`config.mk`:
```
export PLATFORM = sky130hd
export DESIGN_NAME = usb_irq_aggr
export DESIGN_NICKNAME = d
export VERILOG_FILES = /design/src/rtl/usb_irq_pkg.sv /design/src/rtl/usb_irq_status.sv /design/src/rtl/usb_irq_defer.sv /design/src/rtl/usb_irq_combine.sv /design/src/rtl/usb_irq_aggr.sv
export SDC_FILE = /design/constraint.sdc
export NUM_CORES = 1
export LEC_CHECK = 0
export BUFFER_PORTS_ARGS = -buffer_cell sky130_fd_sc_hd__clkbuf_2
export CORE_MARGIN = 2
export CORE_UTILIZATION = 30
export CTS_CLUSTER_SIZE = 24
export DETAILED_ROUTE_END_ITERATION = 12
export PLACE_DENSITY = 0.49
export SLEW_MARGIN = 20
export SYNTH_ARGS = -nofsm -noshare
export SYNTH_HDL_FRONTEND = slang
export SYNTH_HIERARCHICAL = 1
export SYNTH_SLANG_ARGS = --single-unit
```
`constraint.sdc`:
```
create_clock -name clk -period 2.42 [get_ports clk]
set_input_delay 0 -clock clk [delete_from_list [all_inputs] [get_ports clk]]
set_output_delay 0 -clock clk [all_outputs]
set_load 0.02 [all_outputs]
```
`src/rtl/usb_irq_pkg.sv`:
```
package usb_irq_pkg;
  localparam int unsigned NSRC = 5;

  typedef enum int unsigned {
    SRC_XFER_DONE = 0,
    SRC_XFER_ERR  = 1,
    SRC_PORT_CHG  = 2,
    SRC_ROLLOVER  = 3,
    SRC_SYS_ERR   = 4
  } src_e;

  typedef logic [NSRC-1:0] srcvec_t;

  localparam srcvec_t DEFER_MASK_DEF     = srcvec_t'((1 << SRC_XFER_DONE) | (1 << SRC_XFER_ERR));
  localparam srcvec_t HOST_ONLY_MASK_DEF = srcvec_t'(1 << SRC_ROLLOVER);
endpackage

```
`src/rtl/usb_irq_status.sv`:
```
module usb_irq_status #(
  parameter int unsigned N = usb_irq_pkg::NSRC
) (
  input  logic         clk,
  input  logic         rst_n,
  input  logic [N-1:0] set_i,
  input  logic [N-1:0] clr_i,
  output logic [N-1:0] stat_q_o,
  output logic [N-1:0] stat_d_o
);
  for (genvar b = 0; b < N; b++) begin : g_bit
    logic bit_q;

    // set has priority over a same-cycle clear
    assign stat_d_o[b] = set_i[b] | (bit_q & ~clr_i[b]);

    always_ff @(posedge clk or negedge rst_n) begin
      if (!rst_n) bit_q <= 1'b0;
      else        bit_q <= stat_d_o[b];
    end

    assign stat_q_o[b] = bit_q;

    assert_set_wins_R3: assert property (@(posedge clk) disable iff (!rst_n)
      set_i[b] |=> stat_q_o[b]);
    assert_w1c_R2: assert property (@(posedge clk) disable iff (!rst_n)
      (clr_i[b] && !set_i[b]) |=> !stat_q_o[b]);
  end
endmodule

```
`src/rtl/usb_irq_defer.sv`:
```
module usb_irq_defer #(
  parameter int unsigned N = usb_irq_pkg::NSRC,
  parameter logic [N-1:0] DEFER = usb_irq_pkg::DEFER_MASK_DEF
) (
  input  logic         clk,
  input  logic         rst_n,
  input  logic         tick_i,
  input  logic [N-1:0] stat_q_i,
  input  logic [N-1:0] stat_d_i,
  output logic [N-1:0] rel_o
);
  logic [N-1:0] rel_q, rel_d;

  always_comb begin
    rel_d = rel_q;
    if (tick_i) rel_d = rel_d | stat_q_i;
    rel_d = rel_d & stat_d_i & DEFER;
  end

  always_ff @(posedge clk or negedge rst_n) begin
    if (!rst_n) rel_q <= '0;
    else        rel_q <= rel_d;
  end

  assign rel_o = rel_q;

  for (genvar b = 0; b < N; b++) begin : g_chk
    if (DEFER[b]) begin : g_def
      assert_release_needs_tick_R7: assert property (@(posedge clk) disable iff (!rst_n)
        $rose(rel_q[b]) |-> $past(tick_i));
      assert_release_tracks_status_R8: assert property (@(posedge clk) disable iff (!rst_n)
        rel_q[b] |-> stat_q_i[b]);
    end
  end
endmodule

```
`src/rtl/usb_irq_combine.sv`:
```
module usb_irq_combine #(
  parameter int unsigned N = usb_irq_pkg::NSRC,
  parameter logic [N-1:0] DEFER     = usb_irq_pkg::DEFER_MASK_DEF,
  parameter logic [N-1:0] HOST_ONLY = usb_irq_pkg::HOST_ONLY_MASK_DEF
) (
  input  logic         clk,
  input  logic         rst_n,
  input  logic [N-1:0] stat_i,
  input  logic [N-1:0] en_i,
  input  logic [N-1:0] rel_i,
  input  logic         host_i,
  output logic         irq_o
);
  localparam logic [N-1:0] ALWAYS = ~(DEFER | HOST_ONLY);

  logic [N-1:0] gate, qual;
  logic         irq_q;

  assign gate = (rel_i & DEFER)
              | (HOST_ONLY & ~DEFER & {N{host_i}})
              | ALWAYS;
  assign qual = stat_i & en_i & gate;

  always_ff @(posedge clk or negedge rst_n) begin
    if (!rst_n) irq_q <= 1'b0;
    else        irq_q <= |qual;
  end

  assign irq_o = irq_q;

  assert_disabled_quiet_R4: assert property (@(posedge clk) disable iff (!rst_n)
    (en_i == '0) |=> !irq_o);
  assert_idle_drops_irq_R9: assert property (@(posedge clk) disable iff (!rst_n)
    (stat_i == '0) |=> !irq_o);
endmodule

```
`src/rtl/usb_irq_aggr.sv`:
```
module usb_irq_aggr
  import usb_irq_pkg::*;
#(
  parameter int unsigned N = NSRC,
  parameter logic [N-1:0] DEFER     = DEFER_MASK_DEF,
  parameter logic [N-1:0] HOST_ONLY = HOST_ONLY_MASK_DEF
) (
  input  logic         clk,
  input  logic         rst_n,
  input  logic [N-1:0] evt_i,
  input  logic         wr_en_i,
  input  logic         wr_sel_i,
  input  logic [N-1:0] wr_data_i,
  input  logic         rd_sel_i,
  output logic [N-1:0] rd_data_o,
  input  logic         tick_i,
  input  logic         host_mode_i,
  output logic         irq_o
);
  logic [N-1:0] en_q, clr, stat_q, stat_d, rel;

  assign clr = (wr_en_i && !wr_sel_i) ? wr_data_i : '0;

  always_ff @(posedge clk or negedge rst_n) begin
    if (!rst_n)                  en_q <= '0;
    else if (wr_en_i && wr_sel_i) en_q <= wr_data_i;
  end

  usb_irq_status #(.N(N)) u_status (
    .clk(clk), .rst_n(rst_n), .set_i(evt_i), .clr_i(clr),
    .stat_q_o(stat_q), .stat_d_o(stat_d)
  );

  usb_irq_defer #(.N(N), .DEFER(DEFER)) u_defer (
    .clk(clk), .rst_n(rst_n), .tick_i(tick_i),
    .stat_q_i(stat_q), .stat_d_i(stat_d), .rel_o(rel)
  );

  usb_irq_combine #(.N(N), .DEFER(DEFER), .HOST_ONLY(HOST_ONLY)) u_combine (
    .clk(clk), .rst_n(rst_n), .stat_i(stat_q), .en_i(en_q),
    .rel_i(rel), .host_i(host_mode_i), .irq_o(irq_o)
  );

  assign rd_data_o = rd_sel_i ? en_q : stat_q;

  assert_enable_load_R4: assert property (@(posedge clk) disable iff (!rst_n)
    (wr_en_i && wr_sel_i) |=> (en_q == $past(wr_data_i)));
endmodule

```
==> results by group, run 1 <==
Timing
  • Slew at the pin closest to its max-slew limit: 0.330 ns
  • Fin. Hold Viols: 0
  • # setup viols final: 0
  • Final worst path period need: 1.11 ns
  • Fin Setup TNS: 0 ns
  • Setup Skew: 0.000685 ns
  • Unrepaired setup endpoints after global routing: no
  • Relative slew slack: 0.780
  • Period utilisation layout: 0.459
  • Fmax: 0.899 GHz
  • Final Max Slew Viols: 0

Critical path
  • Crit path kind: reg2out
  • Crit path DAT: 1.11 ns
  • Crit-path max cell delay: 0.42 ns
  • Worst setup EP type: output pin
  • Critical Path RT: 2.42 ns
  • Crit-path cells: mux2_2 -> clkbuf_2
  • Crit start category: flip-flop
  • Slowest CP cell: dfrtp_1
  • Largest fanout on the critical path: 4

Cells and area
  • Nets: 105
  • Area Growth Syn to Fin: 40.1%
  • Layout cells sized above 1: 0.425
  • Register area: 325 um2
  • Fillers: 189
  • Util after Layout: 0.446
  • N_diodes: 0
  • Area occupied by multi-input gates: 249 um2

Floorplan
  • Die area: 2480 um2
  • Die Span Y: 49.8 um
  • Chip Width: 49.8 um
  • # rows: 16
  • Initial core utilization: 0.318
  • Core box area: 1980 um2
  • Num ports: 23

Clock tree
  • CTS Hold Bufs: 12
  • Postcts setup bufs: 0
  • CTS root buf: clkbuf_4
  • Cts bufs inserted: 3
  • Clk pin slew, worst setup/hold paths: 0.07 ns
  • CTS Buffer Depth: 2
  • CTS resizes: 0
  • CTS tree: yes
  • Clock sinks: 13
  • CTS H-tree lvls: 1
  • Worst-skew pair later-pin latency: 0.27 ns

Detailed routing
  • WL met3: 62 um
  • Uppermost routed layer: met4
  • Vias: 491
  • Routed len/inst: 10.6 um
  • Initial DRC count: 3
  • # DRC: 0
  • Remaining antenna violation count after routing: 0
  • TritonRoute pass-1 iters: 2
  • Met1 WL: 539 um
  • Routed wire length: 1210 um
  • DR vias/cell: 4.31
  • Routed met2 length: 593 um

Synth
  • Net Count, Synth: 71
  • Yosys warns: 6
  • Mapped cell area: 631 um2
  • Avg Cell Area, Syn: 11.7 um2
  • Gate Count Post-Synth: 54

Run
  • Max_cap viols: 0

Place
  • DPL Wire Length: 914 um
  • GPL Wtd Cong: 0.683
  • PortBufs: 22

Min path
  • Hold Crit Class: in2reg

Run status
  • Status: completed

Power and ir drop
  • Leakage: 0.391 nW
  • P per Cell Area: 563 nW/um2
  • Peak supply drop: 0.379 mV

Global route
  • Gr ovfl total: 0
  • Initial antenna violation count: 0
  • Pin count of the biggest net entering global routing: 14
  • First-pass GRT wire length: 2240 um
  • Vias in the first global route: 543
  • Overall Global Routing Usage: 0.121
[final timing paths]
path	start	end	slack, ns	cells past startpoint
worst max register to register	u_status/g_bit[2].bit_q	u_combine/irq_o	1.46	3
worst max-delay path	u_status/g_bit[0].bit_q	rd_data_o[0]	1.31	2
min in group asynchronous	rst_n	en_q[4]	0.16	2
max in group asynchronous	rst_n	en_q[1]	2.02	2
worst min register to register	u_status/g_bit[2].bit_q	u_status/g_bit[2].bit_q	0.51	1
worst min-delay path	tick_i	u_defer/rel_o[0]	0.02	3
[layer usage]
layer,track usage,vias to the layer above
li1,-,247
met1,0.143,231
met2,0.202,11
met3,0.0455,2
met4,0.0417,0
met5,0,-
[through the flow]
step                power [mW]  instance area, um2  hold WS, ns  setup WS (ns)  instances
global route             0.535                 883       0.0317           1.24        114
CTS                      0.510                 883      0.00609           1.28        114
finish                   0.497                 883       0.0160           1.31        114
detailed placement       0.359                 737      -0.0804           1.46         98
global placement         0.358                 737      -0.0832           1.47         98
floorplan                0.323                 631       -0.296           1.40         54
[flip-flops by register name (all words and copies together), names as in the netlist]
register,flops
u_status/g_bit.bit_q,5
u_combine/irq_o,1
u_defer/rel_o,2
en_q,5
[power breakdown]
part / internal (mW) / switching, mW
combinational: 0.0621 / 0.0496
clock: 0.0638 / 0.0667
sequential: 0.240 / 0.0148
[layout by cell type, fill, tap and decap left out, types with 2 or more instances in the layout]
cell	n
clkbuf_4	3
mux2_2	10
a21oi_1	2
nor2b_1	2
dlygate4sd3_1	12
a21o_1	5
clkbuf_2	22
nand3_1	3
and2_1	5
inv_1	5
dfrtp_1	13
[worst max-delay path, delay by kind of cell (launching register included)]
family | cells | cell delay (ns)
DFF | 1 | 0.42
muxes | 1 | 0.27
buffers and inverters | 1 | 0.15
[area by class of cell]
class,count,share of cell area
Multi-Input combinational cell,31,0.282
Sequential cell,13,0.368
Clock buffer,4,0.0297
Tap cell,27,0.0382
Inverter,5,0.0212
Timing Repair Buffer,34,0.261
Note: power is estimated with default switching activity, not from simulation.
==> run 2: changes to the inputs <==
--- a/config.mk
+++ b/config.mk
@@ -10,7 +10,7 @@
 export CORE_UTILIZATION = 30
 export CTS_CLUSTER_SIZE = 24
 export DETAILED_ROUTE_END_ITERATION = 12
-export PLACE_DENSITY = 0.49
+export PLACE_DENSITY = 0.51
 export SLEW_MARGIN = 20
 export SYNTH_ARGS = -nofsm -noshare
 export SYNTH_HDL_FRONTEND = slang
==> constraint.sdc (replaced) <==
create_clock -name clk -period 0.9 [get_ports clk]
set_input_delay 0 -clock clk [delete_from_list [all_inputs] [get_ports clk]]
set_output_delay 0 -clock clk [all_outputs]
set_load 0.02 [all_outputs]
==> results by group, run 2 (synthesis gave the netlist of run 1 again) <==
Detailed routing
  • Remaining antenna violation count after routing: 0
  • Initial DRC count: 2
  • Routed wire length: 1470 um
  • # DRC: 0
  • Routed len/inst: 11.5 um
  • Vias: 538
  • DR vias/cell: 4.20
  • TritonRoute pass-1 iters: 3

Global route
  • First-pass GRT wire length: 2400 um
  • Initial antenna violation count: 0
  • Overall Global Routing Usage: 0.134
  • Vias in the first global route: 574
  • Gr ovfl total: 0
  • Pin count of the biggest net entering global routing: 14

Run
  • Max_cap viols: 0

Run status
  • Status: finished with violations
  • Failing checks: setup timing

Timing
  • Period utilisation layout: 1.31
  • Worst hold slack: 0.0157 ns
  • Setup Skew: 0.00423 ns
  • Relative slew slack: 0.778
  • Worst setup margin: -0.281 ns
  • # setup viols final: 9
  • Fmax: 0.847 GHz
  • Slew at the pin closest to its max-slew limit: 0.333 ns
  • Fin. Hold Viols: 0
  • Final worst path period need: 1.18 ns
  • Unrepaired setup endpoints after global routing: yes
  • Final Max Slew Viols: 0

Clock tree
  • CTS Buffer Depth: 2
  • Worst-skew pair later-pin latency: 0.27 ns
  • Clock sinks: 13
  • CTS tree: yes
  • Clk pin slew, worst setup/hold paths: 0.08 ns
  • CTS H-tree lvls: 1
  • CTS root buf: clkbuf_4
  • Cts bufs inserted: 3

Floorplan
  • # rows: 16
  • Initial core utilization: 0.318
  • Num ports: 23
  • Die Span Y: 49.8 um
  • Chip Width: 49.8 um
  • Core box area: 1980 um2
  • Die area: 2480 um2

Critical path
  • Critical Path RT: 0.90 ns
  • Worst reg2reg path depth: 4
  • Largest fanout on the critical path: 2
  • Worst setup EP type: output pin
  • Crit path DAT: 1.18 ns
  • Crit path kind: reg2out
  • Crit start category: flip-flop

Power and ir drop
  • Leakage: 0.514 nW
  • Peak supply drop: 0.720 mV
  • P per Cell Area: 1390 nW/um2

Cells and area
  • Area Growth Syn to Fin: 71.8%
  • Fillers: 182
  • Layout cells sized above 1: 0.515
  • Nets: 119
  • N_diodes: 0
  • Finished Cell Area: 1080 um2
  • Commonest non-fill, non-tap cell in the layout: clkbuf_2
  • Most frequent cells in the layout: clkbuf_2 (17), dfrtp_1 (13), dlygate4sd3_1 (12)

Place
  • GPL Wtd Cong: 0.738
  • Placement Cell Area: 767 um2
  • DPL Wire Length: 969 um
  • PortBufs: 22

Min path
  • Hold path depth: 3
  • Hold Crit Class: in2reg
## run 2: changes by cell type in the layout (fill, tap and decap cells not counted), moves of 5 or more
cell      before  now
buf_6          0    5
mux2_2        10    5
clkbuf_2      22   17
buf_4          0    9
mux2_4         0    5
buf_8          0    5
## run 2: through the flow
step | total power, mW | worst slack (ns) | TNS (ns) | std cells | utilization
2_1_floorplan | 0.868 | -0.0900 | -0.0900 | 54 | -
3_3_place_gp | 0.975 | -0.0317 | -0.0354 | 102 | 0.387
3_5_place_dp | 0.979 | -0.0527 | -0.0800 | 102 | 0.387
4_1_cts | 1.49 | -0.300 | -1.45 | 127 | 0.530
5_1_grt | 1.60 | -0.328 | -1.75 | 128 | 0.547
6_report | 1.51 | -0.281 | -1.33 | 128 | 0.547
## run 2: area by class of cell
class | count | area (um2) | area share
Timing Repair Buffer | 48 | 404 | 0.373
Inverter | 5 | 18.8 | 0.0173
Multi-Input combinational cell | 31 | 275 | 0.254
Clock buffer | 4 | 26.3 | 0.0242
Tap cell | 27 | 33.8 | 0.0312
Sequential cell | 13 | 325 | 0.300
## run 2: layer usage
metal | wire length [um] | global-route usage | part of all wire | vias up
li1 | - | - | - | 273
met1 | 664 | 0.163 | 0.45 | 251
met2 | 732 | 0.216 | 0.50 | 12
met3 | 42 | 0.0182 | 0.029 | 2
met4 | 27 | 0.0972 | 0.018 | 0
met5 | 0 | 0 | 0 | -
## run 2: worst paths after layout
check | startpoint | to | slack [ns]
worst max-delay path | u_status/g_bit[4].bit_q | rd_data_o[4] | -0.28
worst min-delay path | tick_i | u_defer/rel_o[1] | 0.02
worst max register to register | u_status/g_bit[2].bit_q | u_combine/irq_o | -0.15
worst min register to register | u_defer/rel_o[0] | u_combine/irq_o | 0.53
max in group asynchronous | rst_n | u_status/g_bit[3].bit_q | 0.48
min in group asynchronous | rst_n | en_q[1] | 0.17
## run 2: repair_timing
action	CTS	global route
resized for setup	16	11
hold buffers	12	0
pin swaps	0	3
endpoints found under the setup margin	6	11
hold endpoints to repair	24	0
setup buffers	9	3
## run 2: power breakdown
| group | leakage (nW) | switching (mW) | internal (mW) |
|---|---|---|---|
| combinational | 0.364 | 0.175 | 0.300 |
| sequential | 0.136 | 0.0376 | 0.645 |
| clock | 0.0150 | 0.180 | 0.171 |
| total | 0.514 | 0.393 | 1.12 |
## run 2: critical path, cell delays in order, from the launching register on
cell,delay (ns)
dfrtp_1,0.39
buf_6,0.12
mux2_4,0.27
buf_8,0.13
